===== src/rtl/md5_pkg.sv =====
// Shared types and pure functions for the MD5 block engine.
// Assumes 32-bit words and 16-word blocks, as fixed by the algorithm.
package md5_pkg;
    localparam int BLK_WORDS = 16;
    localparam int IDX_W     = $clog2(BLK_WORDS);

    typedef logic [31:0] word_t;

    typedef struct packed {
        word_t a;
        word_t b;
        word_t c;
        word_t d;
    } quad_t;

    typedef enum logic [1:0] {ST_IDLE, ST_ADD, ST_ROT, ST_FOLD} eng_state_e;

    localparam quad_t SEED = '{a: 32'h67452301, b: 32'hefcdab89,
                               c: 32'h98badcfe, d: 32'h10325476};

    // Message word used by a step: the order depends on the round.
    function automatic logic [IDX_W-1:0] msg_index(input logic [5:0] step);
        logic [3:0] i;
        logic [3:0] r;
        i = step[3:0];
        case (step[5:4])
            2'd0:    r = i;
            2'd1:    r = (i << 2) + i + 4'd1;
            2'd2:    r = (i << 1) + i + 4'd5;
            default: r = (i << 3) - i;
        endcase
        return r;
    endfunction

    // Round logic function picked by the round number.
    function automatic word_t mix(input logic [1:0] rnd, input word_t x,
                                  input word_t y, input word_t z);
        case (rnd)
            2'd0:    return (x & y) | (~x & z);
            2'd1:    return (x & z) | (y & ~z);
            2'd2:    return x ^ y ^ z;
            default: return y ^ (x | ~z);
        endcase
    endfunction

    // Left rotate by a 5-bit amount.
    function automatic word_t rotl(input word_t v, input logic [4:0] s);
        logic [63:0] w;
        w = {v, v} << s;
        return w[63:32];
    endfunction
endpackage


===== src/rtl/md5_const_rom.sv =====
// Per-step constant table: {32-bit additive constant, 5-bit rotate amount}.
// Assumes step is 0..63; purely combinational.
module md5_const_rom (
    input  logic [5:0]  step,
    output logic [36:0] entry
);
    logic [31:0] kval;
    logic [4:0]  sval;

    // Additive constant for the step.
    always_comb begin
        case (step)
            6'd0:  kval = 32'hd76aa478;  6'd1:  kval = 32'he8c7b756;
            6'd2:  kval = 32'h242070db;  6'd3:  kval = 32'hc1bdceee;
            6'd4:  kval = 32'hf57c0faf;  6'd5:  kval = 32'h4787c62a;
            6'd6:  kval = 32'ha8304613;  6'd7:  kval = 32'hfd469501;
            6'd8:  kval = 32'h698098d8;  6'd9:  kval = 32'h8b44f7af;
            6'd10: kval = 32'hffff5bb1;  6'd11: kval = 32'h895cd7be;
            6'd12: kval = 32'h6b901122;  6'd13: kval = 32'hfd987193;
            6'd14: kval = 32'ha679438e;  6'd15: kval = 32'h49b40821;
            6'd16: kval = 32'hf61e2562;  6'd17: kval = 32'hc040b340;
            6'd18: kval = 32'h265e5a51;  6'd19: kval = 32'he9b6c7aa;
            6'd20: kval = 32'hd62f105d;  6'd21: kval = 32'h02441453;
            6'd22: kval = 32'hd8a1e681;  6'd23: kval = 32'he7d3fbc8;
            6'd24: kval = 32'h21e1cde6;  6'd25: kval = 32'hc33707d6;
            6'd26: kval = 32'hf4d50d87;  6'd27: kval = 32'h455a14ed;
            6'd28: kval = 32'ha9e3e905;  6'd29: kval = 32'hfcefa3f8;
            6'd30: kval = 32'h676f02d9;  6'd31: kval = 32'h8d2a4c8a;
            6'd32: kval = 32'hfffa3942;  6'd33: kval = 32'h8771f681;
            6'd34: kval = 32'h6d9d6122;  6'd35: kval = 32'hfde5380c;
            6'd36: kval = 32'ha4beea44;  6'd37: kval = 32'h4bdecfa9;
            6'd38: kval = 32'hf6bb4b60;  6'd39: kval = 32'hbebfbc70;
            6'd40: kval = 32'h289b7ec6;  6'd41: kval = 32'heaa127fa;
            6'd42: kval = 32'hd4ef3085;  6'd43: kval = 32'h04881d05;
            6'd44: kval = 32'hd9d4d039;  6'd45: kval = 32'he6db99e5;
            6'd46: kval = 32'h1fa27cf8;  6'd47: kval = 32'hc4ac5665;
            6'd48: kval = 32'hf4292244;  6'd49: kval = 32'h432aff97;
            6'd50: kval = 32'hab9423a7;  6'd51: kval = 32'hfc93a039;
            6'd52: kval = 32'h655b59c3;  6'd53: kval = 32'h8f0ccc92;
            6'd54: kval = 32'hffeff47d;  6'd55: kval = 32'h85845dd1;
            6'd56: kval = 32'h6fa87e4f;  6'd57: kval = 32'hfe2ce6e0;
            6'd58: kval = 32'ha3014314;  6'd59: kval = 32'h4e0811a1;
            6'd60: kval = 32'hf7537e82;  6'd61: kval = 32'hbd3af235;
            6'd62: kval = 32'h2ad7d2bb;  default: kval = 32'heb86d391;
        endcase
    end

    // Rotate amount: repeats every four steps within a round.
    always_comb begin
        case ({step[5:4], step[1:0]})
            4'h0: sval = 5'd7;   4'h1: sval = 5'd12;
            4'h2: sval = 5'd17;  4'h3: sval = 5'd22;
            4'h4: sval = 5'd5;   4'h5: sval = 5'd9;
            4'h6: sval = 5'd14;  4'h7: sval = 5'd20;
            4'h8: sval = 5'd4;   4'h9: sval = 5'd11;
            4'hA: sval = 5'd16;  4'hB: sval = 5'd23;
            4'hC: sval = 5'd6;   4'hD: sval = 5'd10;
            4'hE: sval = 5'd15;  default: sval = 5'd21;
        endcase
    end

    assign entry = {kval, sval};
endmodule


===== src/rtl/md5_word_buffer.sv =====
// Multi-slot block store with a valid/ready write port.
// Each slot holds one 16-word block and a "new message" flag taken with word 0.
// The writer fills slots in rotation; the reader consumes them in the same order
// and frees a slot with rd_release. Assumes rd_release only while rd_avail.
module md5_word_buffer #(
    parameter int NBUF = 2
) (
    input  logic                      clk,
    input  logic                      rst_n,
    input  logic                      wr_valid,
    output logic                      wr_ready,
    input  logic [31:0]               wr_data,
    input  logic                      wr_first,
    output logic                      rd_avail,
    output logic                      rd_first,
    input  logic [md5_pkg::IDX_W-1:0] rd_idx,
    output logic [31:0]               rd_data,
    input  logic                      rd_release
);
    import md5_pkg::*;

    localparam int SEL_W  = (NBUF > 1) ? $clog2(NBUF) : 1;
    localparam int ADDR_W = SEL_W + IDX_W;
    localparam int MEM_N  = NBUF * BLK_WORDS;

    logic [31:0]      mem [MEM_N];
    logic [NBUF-1:0]  full;
    logic [NBUF-1:0]  newmsg;
    logic [SEL_W-1:0] wr_sel;
    logic [SEL_W-1:0] rd_sel;
    logic [IDX_W-1:0] wr_cnt;
    logic             accept;

    function automatic logic [SEL_W-1:0] next_sel(input logic [SEL_W-1:0] s);
        return (s == SEL_W'(NBUF - 1)) ? '0 : s + 1'b1;
    endfunction

    assign wr_ready = !full[wr_sel];
    assign accept   = wr_valid && wr_ready;
    assign rd_avail = full[rd_sel];
    assign rd_first = newmsg[rd_sel];
    assign rd_data  = mem[ADDR_W'({rd_sel, rd_idx})];

    // Store an accepted word in its slot.
    always_ff @(posedge clk) begin
        if (accept) begin
            mem[ADDR_W'({wr_sel, wr_cnt})] <= wr_data;
        end
    end

    // Track fill position, slot ownership and per-slot message flags.
    always_ff @(posedge clk) begin
        if (!rst_n) begin
            wr_sel <= '0;
            rd_sel <= '0;
            wr_cnt <= '0;
            full   <= '0;
            newmsg <= '0;
        end else begin
            if (accept) begin
                if (wr_cnt == '0) begin
                    newmsg[wr_sel] <= wr_first;
                end
                if (wr_cnt == IDX_W'(BLK_WORDS - 1)) begin
                    full[wr_sel] <= 1'b1;
                    wr_sel       <= next_sel(wr_sel);
                    wr_cnt       <= '0;
                end else begin
                    wr_cnt <= wr_cnt + 1'b1;
                end
            end
            if (rd_release) begin
                full[rd_sel] <= 1'b0;
                rd_sel       <= next_sel(rd_sel);
            end
        end
    end

    // a slot is only freed while it holds a block.
    assert_release_full_R6: assert property (@(posedge clk) disable iff (!rst_n)
        rd_release |-> full[rd_sel]);

    // a stalled offer leaves the fill position untouched.
    assert_stall_hold_R6: assert property (@(posedge clk) disable iff (!rst_n)
        (wr_valid && !wr_ready) |=> ($stable(wr_cnt) && $stable(wr_sel)));
endmodule


===== src/rtl/md5_step_dp.sv =====
// Combinational step datapath.
// Clock 1 of a step forms a + k + x. Clock 2 adds the round function of
// (b,c,d) to the registered sum, rotates it and adds b.
module md5_step_dp (
    input  md5_pkg::quad_t work,
    input  logic [31:0]    x,
    input  logic [31:0]    k,
    input  logic [4:0]     s,
    input  logic [1:0]     rnd,
    input  logic [31:0]    pre,
    output logic [31:0]    pre_next,
    output logic [31:0]    b_next
);
    import md5_pkg::*;

    word_t t;

    // First clock's adders: accumulator word, constant and message word.
    always_comb begin
        pre_next = work.a + k + x;
    end

    // Second clock's adders around the rotator.
    always_comb begin
        t      = pre + mix(rnd, work.b, work.c, work.d);
        b_next = work.b + rotl(t, s);
    end
endmodule


===== src/rtl/md5_round_core.sv =====
// Step sequencer with the working, chaining and output digest sets.
// Takes a block when one is available, runs 64 two-clock steps, then folds the
// working set into the chain, publishes it and frees the block. The output set
// changes only at the fold.
module md5_round_core (
    input  logic                      clk,
    input  logic                      rst_n,
    input  logic                      blk_avail,
    input  logic                      blk_first,
    output logic [md5_pkg::IDX_W-1:0] word_idx,
    input  logic [31:0]               word_in,
    output logic                      blk_release,
    output logic                      done,
    output md5_pkg::quad_t            shown
);
    import md5_pkg::*;

    eng_state_e  state;
    logic [5:0]  step;
    quad_t       work;
    quad_t       chain;
    quad_t       fold;
    word_t       pre;
    word_t       pre_next;
    word_t       b_next;
    logic [36:0] centry;

    md5_const_rom u_rom (
        .step  (step),
        .entry (centry)
    );

    md5_step_dp u_dp (
        .work     (work),
        .x        (word_in),
        .k        (centry[36:5]),
        .s        (centry[4:0]),
        .rnd      (step[5:4]),
        .pre      (pre),
        .pre_next (pre_next),
        .b_next   (b_next)
    );

    assign word_idx    = msg_index(step);
    assign blk_release = (state == ST_FOLD);

    // Sum of working and chaining sets at the end of a block.
    always_comb begin
        fold.a = work.a + chain.a;
        fold.b = work.b + chain.b;
        fold.c = work.c + chain.c;
        fold.d = work.d + chain.d;
    end

    // Sequence steps and update the three register sets.
    always_ff @(posedge clk) begin
        if (!rst_n) begin
            state <= ST_IDLE;
            step  <= '0;
            work  <= '0;
            chain <= '0;
            shown <= '0;
            pre   <= '0;
            done  <= 1'b0;
        end else begin
            done <= 1'b0;
            case (state)
                ST_IDLE: begin
                    if (blk_avail) begin
                        if (blk_first) begin
                            work  <= SEED;
                            chain <= SEED;
                        end else begin
                            work <= chain;
                        end
                        step  <= '0;
                        state <= ST_ADD;
                    end
                end
                ST_ADD: begin
                    pre   <= pre_next;
                    state <= ST_ROT;
                end
                ST_ROT: begin
                    work  <= '{a: work.d, b: b_next, c: work.b, d: work.c};
                    step  <= step + 1'b1;
                    state <= (step == 6'd63) ? ST_FOLD : ST_ADD;
                end
                default: begin
                    chain <= fold;
                    shown <= fold;
                    done  <= 1'b1;
                    state <= ST_IDLE;
                end
            endcase
        end
    end

    // the result pulse lasts one cycle.
    assert_done_pulse_R7: assert property (@(posedge clk) disable iff (!rst_n)
        done |=> !done);

    // the visible set holds except on the pulse cycle.
    assert_shown_hold_R7: assert property (@(posedge clk) disable iff (!rst_n)
        !done |-> $stable(shown));

    // the slot release is followed by the result pulse.
    assert_fold_pulse_R8: assert property (@(posedge clk) disable iff (!rst_n)
        blk_release |=> done);

    // an idle engine always starts a block from step 0.
    assert_idle_step_R8: assert property (@(posedge clk) disable iff (!rst_n)
        (state == ST_IDLE) |-> (step == 6'd0));
endmodule


===== src/rtl/md5_block_engine.sv =====
// Top of the MD5 block engine: a two-slot word store feeding the step core.
// Assumes the host supplies blocks that are already padded, with in_first set
// on word 0 of each message's first block.
module md5_block_engine #(
    parameter int NBUF = 2
) (
    input  logic         clk,
    input  logic         rst_n,
    input  logic         in_valid,
    output logic         in_ready,
    input  logic [31:0]  in_word,
    input  logic         in_first,
    output logic         digest_done,
    output logic [127:0] digest
);
    import md5_pkg::*;

    logic             avail;
    logic             first;
    logic             release_blk;
    logic [IDX_W-1:0] idx;
    logic [31:0]      word;
    quad_t            shown;

    md5_word_buffer #(.NBUF(NBUF)) u_buf (
        .clk        (clk),
        .rst_n      (rst_n),
        .wr_valid   (in_valid),
        .wr_ready   (in_ready),
        .wr_data    (in_word),
        .wr_first   (in_first),
        .rd_avail   (avail),
        .rd_first   (first),
        .rd_idx     (idx),
        .rd_data    (word),
        .rd_release (release_blk)
    );

    md5_round_core u_core (
        .clk         (clk),
        .rst_n       (rst_n),
        .blk_avail   (avail),
        .blk_first   (first),
        .word_idx    (idx),
        .word_in     (word),
        .blk_release (release_blk),
        .done        (digest_done),
        .shown       (shown)
    );

    assign digest = shown;
endmodule


===== config.mk =====
export PLATFORM = sky130hd
export DESIGN_NAME = md5_block_engine
export DESIGN_NICKNAME = d
export VERILOG_FILES = /design/src/rtl/md5_pkg.sv /design/src/rtl/md5_const_rom.sv /design/src/rtl/md5_word_buffer.sv /design/src/rtl/md5_step_dp.sv /design/src/rtl/md5_round_core.sv /design/src/rtl/md5_block_engine.sv
export SDC_FILE = /design/constraint.sdc
export NUM_CORES = 2
export LEC_CHECK = 0
export BUFFER_PORTS_ARGS = -buffer_cell sky130_fd_sc_hd__buf_2
export CORE_MARGIN = 8
export CORE_UTILIZATION = 53
export DETAILED_ROUTE_END_ITERATION = 8
export GPL_TIMING_DRIVEN = 0
export PLACE_DENSITY = 0.7
export RECOVER_POWER = 25
export SETUP_SLACK_MARGIN = 0.5
export SYNTH_ARGS = -nofsm -noshare
export SYNTH_HDL_FRONTEND = slang
export SYNTH_SLANG_ARGS = --single-unit

===== constraint.sdc =====
create_clock -name clk -period 7.7 [get_ports clk]
set_input_delay 0.385 -clock clk [delete_from_list [all_inputs] [get_ports clk]]
set_output_delay 0.385 -clock clk [all_outputs]
set_load 0.005 [all_outputs]

==> flow_metrics.tcl <==
set metrics [dict create \
    insertion_delay_ns 0.83 \
    drt-initial-drc-count 7640 \
    yosysTopAreaCellShare_pct 41.2 \
    cp_num_buf_inv 6 \
    antenna_left 0 \
    layout_setup_ws_ns -0.223 \
    grt_antenna_before_repair 13 \
    path_common_cell "o21ai_2" \
    htreeDepth 4 \
    status "finished, violations left" \
    rsz0062_at_grt "yes" \
    firstDrtPassIters 6 \
    cp.depth 37 \
    crit_family "compound AO/OA/AOI/OAI gates" \
    crit_required_ns 8.36 \
    ys_dominant_reg_cell "edfxtp_1" \
    fin_skew_ns 0.0916 \
    cp-start-kind "flip-flop" \
    hpwl_mm 195 \
    slew_viol_final 165 \
    ys_ff_latch 1496 \
    clockBufferDepth 3 \
    synth_edf_count 1024 \
    regArea_sq_mm 0.0402 \
    min_path_type "in -> reg" \
    fin_nets 6934 \
    grt_max_degree 33 \
    drv_cap 5 \
    grt_pass1_wl_mm 390 \
    whs_path_depth 1 \
    cts_buffers 156 \
    syn_avg_cell_area_sq_um 12.1 \
    multi_input_area_sq_mm 0.0338 \
    port_buffers 164 \
    arrival_ns 8.58 \
    hold_violations 0 \
    cpPeakStageDelay_ns 0.52 \
    synth_cell_types 93 \
    vias 57236 \
    synth_fp_nets 6493 \
    worstSetupPathType "reg -> reg" \
    relSlewSlack_pct -7.83 \
    max_freq_mhz 126 \
    yosysSeqAreaShare_pct 53.9 \
    min_period_ns 7.92 \
    final_util_pct 62.0 \
    power-per-cell-area_mw_per_mm2 202 \
    gp_congestion 1.06 \
    cts_tree "built" \
    syn_area_sq_mm 0.0746 \
    clk_pin_slew_ns 0.06 \
    vias_per_cell 6.66 \
    synthTopCellsByArea "edfxtp_1, dfxtp_1, mux4_2, ha_1, mux2i_1" \
    wirelength_mm 278 \
    leakage_nw 30.2 \
    worstMarginPinSlew_ns 1.62 \
    ir_drop_mv 0.216 \
    setup_viol 7 \
    synth_cells 6160 \
    dp.cells 8236 \
    dieArea_sq_mm 0.153 \
    clock-sinks 1496 \
    async_flop_share_pct 0 \
    crit_path_top_delay_cell "or4_4" \
    drt-wirelength-per-cell_um 32.3 \
    rows 137 \
    coreArea_sq_mm 0.140 \
    grt_use_total_pct 35.1 \
    synth_area_leader_cell "edfxtp_1" \
    die_h_um 391 \
    area_delta_synth_final_pct 16.0 \
    io_pins 166 \
    period_share_pct 103 \
    fillers 10770 \
    fin_cells 8597 \
    initial_core_util_pct 53.4 \
    drc 0 \
    drive_gt1_share_pct 18.4 \
    ys_warn_count 0 \
    worstRegToRegCells 37 \
    fin_setup_tns_ns -0.914 \
    violations "capacitance limit, slew limit, setup timing" \
    cp-end-kind "flip-flop" \
    die_x_um 391 \
    root_buffer "clkbuf_16" \
    dpl_worst_slack_ns -2.37 \
    grt-ovfl-total 0 \
    grt_pass1_vias 54377 \
    cp_max_fo 10 \
]
-- where the power goes --
group          internal (mW)  switching, mW
logic                  0.297          0.847
registers               8.63         0.0514
clock network           4.32           3.32
-- state kept, by name, summed over array words and instances (netlist names) --
| register | count |
|---|---|
| u_buf.rd_sel | 1 |
| u_core.step | 6 |
| u_buf.newmsg | 2 |
| u_buf.wr_sel | 1 |
| u_core.shown | 128 |
| u_core.pre | 32 |
| u_buf.wr_cnt | 4 |
| u_buf.mem | 1024 |
| u_core.done | 1 |
| u_core.u_rom.kval | 32 |
| u_core.work | 128 |
| u_core.u_rom.sval | 5 |
| u_buf.full | 2 |
| u_core.state | 2 |
| u_core.chain | 128 |
-- through the flow --
step | instance area, sq um | hold slack [ns] | power [mW]
3_3_place_gp | 77800 | 0.465 | 9.87
5_1_grt | 86500 | 0.134 | 17.9
2_1_floorplan | 74600 | 0.449 | 9.40
3_5_place_dp | 78700 | 0.468 | 9.90
6_report | 86500 | 0.131 | 17.5
4_1_cts | 85600 | 0.0232 | 17.4
-- path summary, 6_finish.rpt --
kind                         start                end  slack (ns)
setup / recovery    u_core.step[4]    u_core.work[95]       -0.22
hold reg to reg   u_core.work[122]   u_core.work[122]        0.48
hold / removal         in_word[20]  u_buf.mem[28][20]        0.13
setup reg to reg    u_core.step[4]    u_core.work[95]       -0.22
-- cell usage after synthesis (23+ instances only) --
library cell / n
o221a_2: 53
a221oi_1: 67
nor3_1: 99
buf_1: 34
a31oi_1: 45
o21a_1: 34
mux2i_1: 316
nand2b_1: 26
clkbuf_1: 283
inv_1: 215
and3_1: 23
nor2b_1: 31
o21bai_1: 26
o22ai_1: 43
nor2_1: 619
ha_1: 258
dfxtp_1: 472
nand2_1: 434
o21ai_0: 292
mux4_2: 296
fa_1: 39
xor2_1: 70
buf_2: 34
a21o_1: 79
xnor2_1: 140
nand3_1: 67
a22oi_1: 45
o211ai_1: 33
o221ai_1: 63
a211oi_1: 107
edfxtp_1: 1024
a21oi_1: 479
-- worst reg2reg max path: cells and delay by family, from the launching register on --
family / cells / cell delay [ns]
compound gates: 19 / 3.87
xor+xnor: 1 / 0.20
fa+ha+maj: 2 / 0.50
buf+inv: 6 / 0.95
mux: 3 / 0.66
simple gates: 6 / 1.33
flops: 1 / 0.33
-- timing repair --
item,CTS,global route
cloned,2,1
endpoints found under the setup margin,59,32
resized for setup,320,156
hold buffers,1,0
endpoints found under the hold margin,2,0
pin swaps,84,87
buffers inserted,43,36
-- area by class of cell --
class	instances	share of cell area, %
Inverter	221	0.964
Clock inverter	70	1.18
Buffer	366	2.32
Sequential cell	1496	46.5
Clock buffer	200	4.78
Tap cell	1876	2.71
Multi-Input combinational cell	4077	39.0
Timing Repair Buffer	283	2.51
Antenna cell	8	0.0231
-- metal layers --
| layer | GRT usage, % | share of wire (%) | wire (um) | vias up |
|---|---|---|---|---|
| met2 | 53.5 | 45 | 124000 | 3666 |
| met1 | 46.7 | 38 | 106000 | 28440 |
| met4 | 19.3 | 6.7 | 18600 | 2 |
| met3 | 8.13 | 11 | 29600 | 809 |
| li1 | - | - | - | 24319 |
| met5 | 0 | 0.010 | 28 | - |
-- cells by family (layout without fill, tap and decap cells) --
group                      after synthesis  in the layout  synth area share (%)
AOI/OAI and AO/OA                     1530           1530                  13.5
DFF                                   1496           1496                  53.9
and+or+nand+nor                       1407           1407                  8.09
muxes                                  633            633                  13.5
buffers and inverters                  587           1140                  3.20
adders and majority gates              297            297                  5.38
xor gates and xnor gates               210            210                  2.47
other                                    0              8                     0
-- cells in the final DEF, fill, tap and decap left out, types with 36 or more instances in the layout --
master / netlist / routed
xnor2_1: 140 / 127
clkbuf_1: 283 / 297
buf_12: 0 / 40
o22ai_1: 43 / 41
mux4_2: 296 / 296
a21oi_1: 479 / 442
buf_4: 2 / 75
xor2_1: 70 / 67
ha_1: 258 / 242
clkbuf_16: 0 / 163
a211oi_1: 107 / 74
nand2_1: 434 / 429
o221a_2: 53 / 53
buf_2: 34 / 161
mux2i_1: 316 / 279
a221oi_1: 67 / 66
a21oi_2: 1 / 36
nor3_1: 99 / 96
a22oi_1: 45 / 45
edfxtp_1: 1024 / 1024
a31oi_1: 45 / 41
a21o_1: 79 / 79
inv_1: 215 / 214
o221ai_1: 63 / 60
dfxtp_1: 472 / 467
nor2_1: 619 / 575
o21ai_0: 292 / 255
nand3_1: 67 / 66
Power figures use the tool's default switching activity.
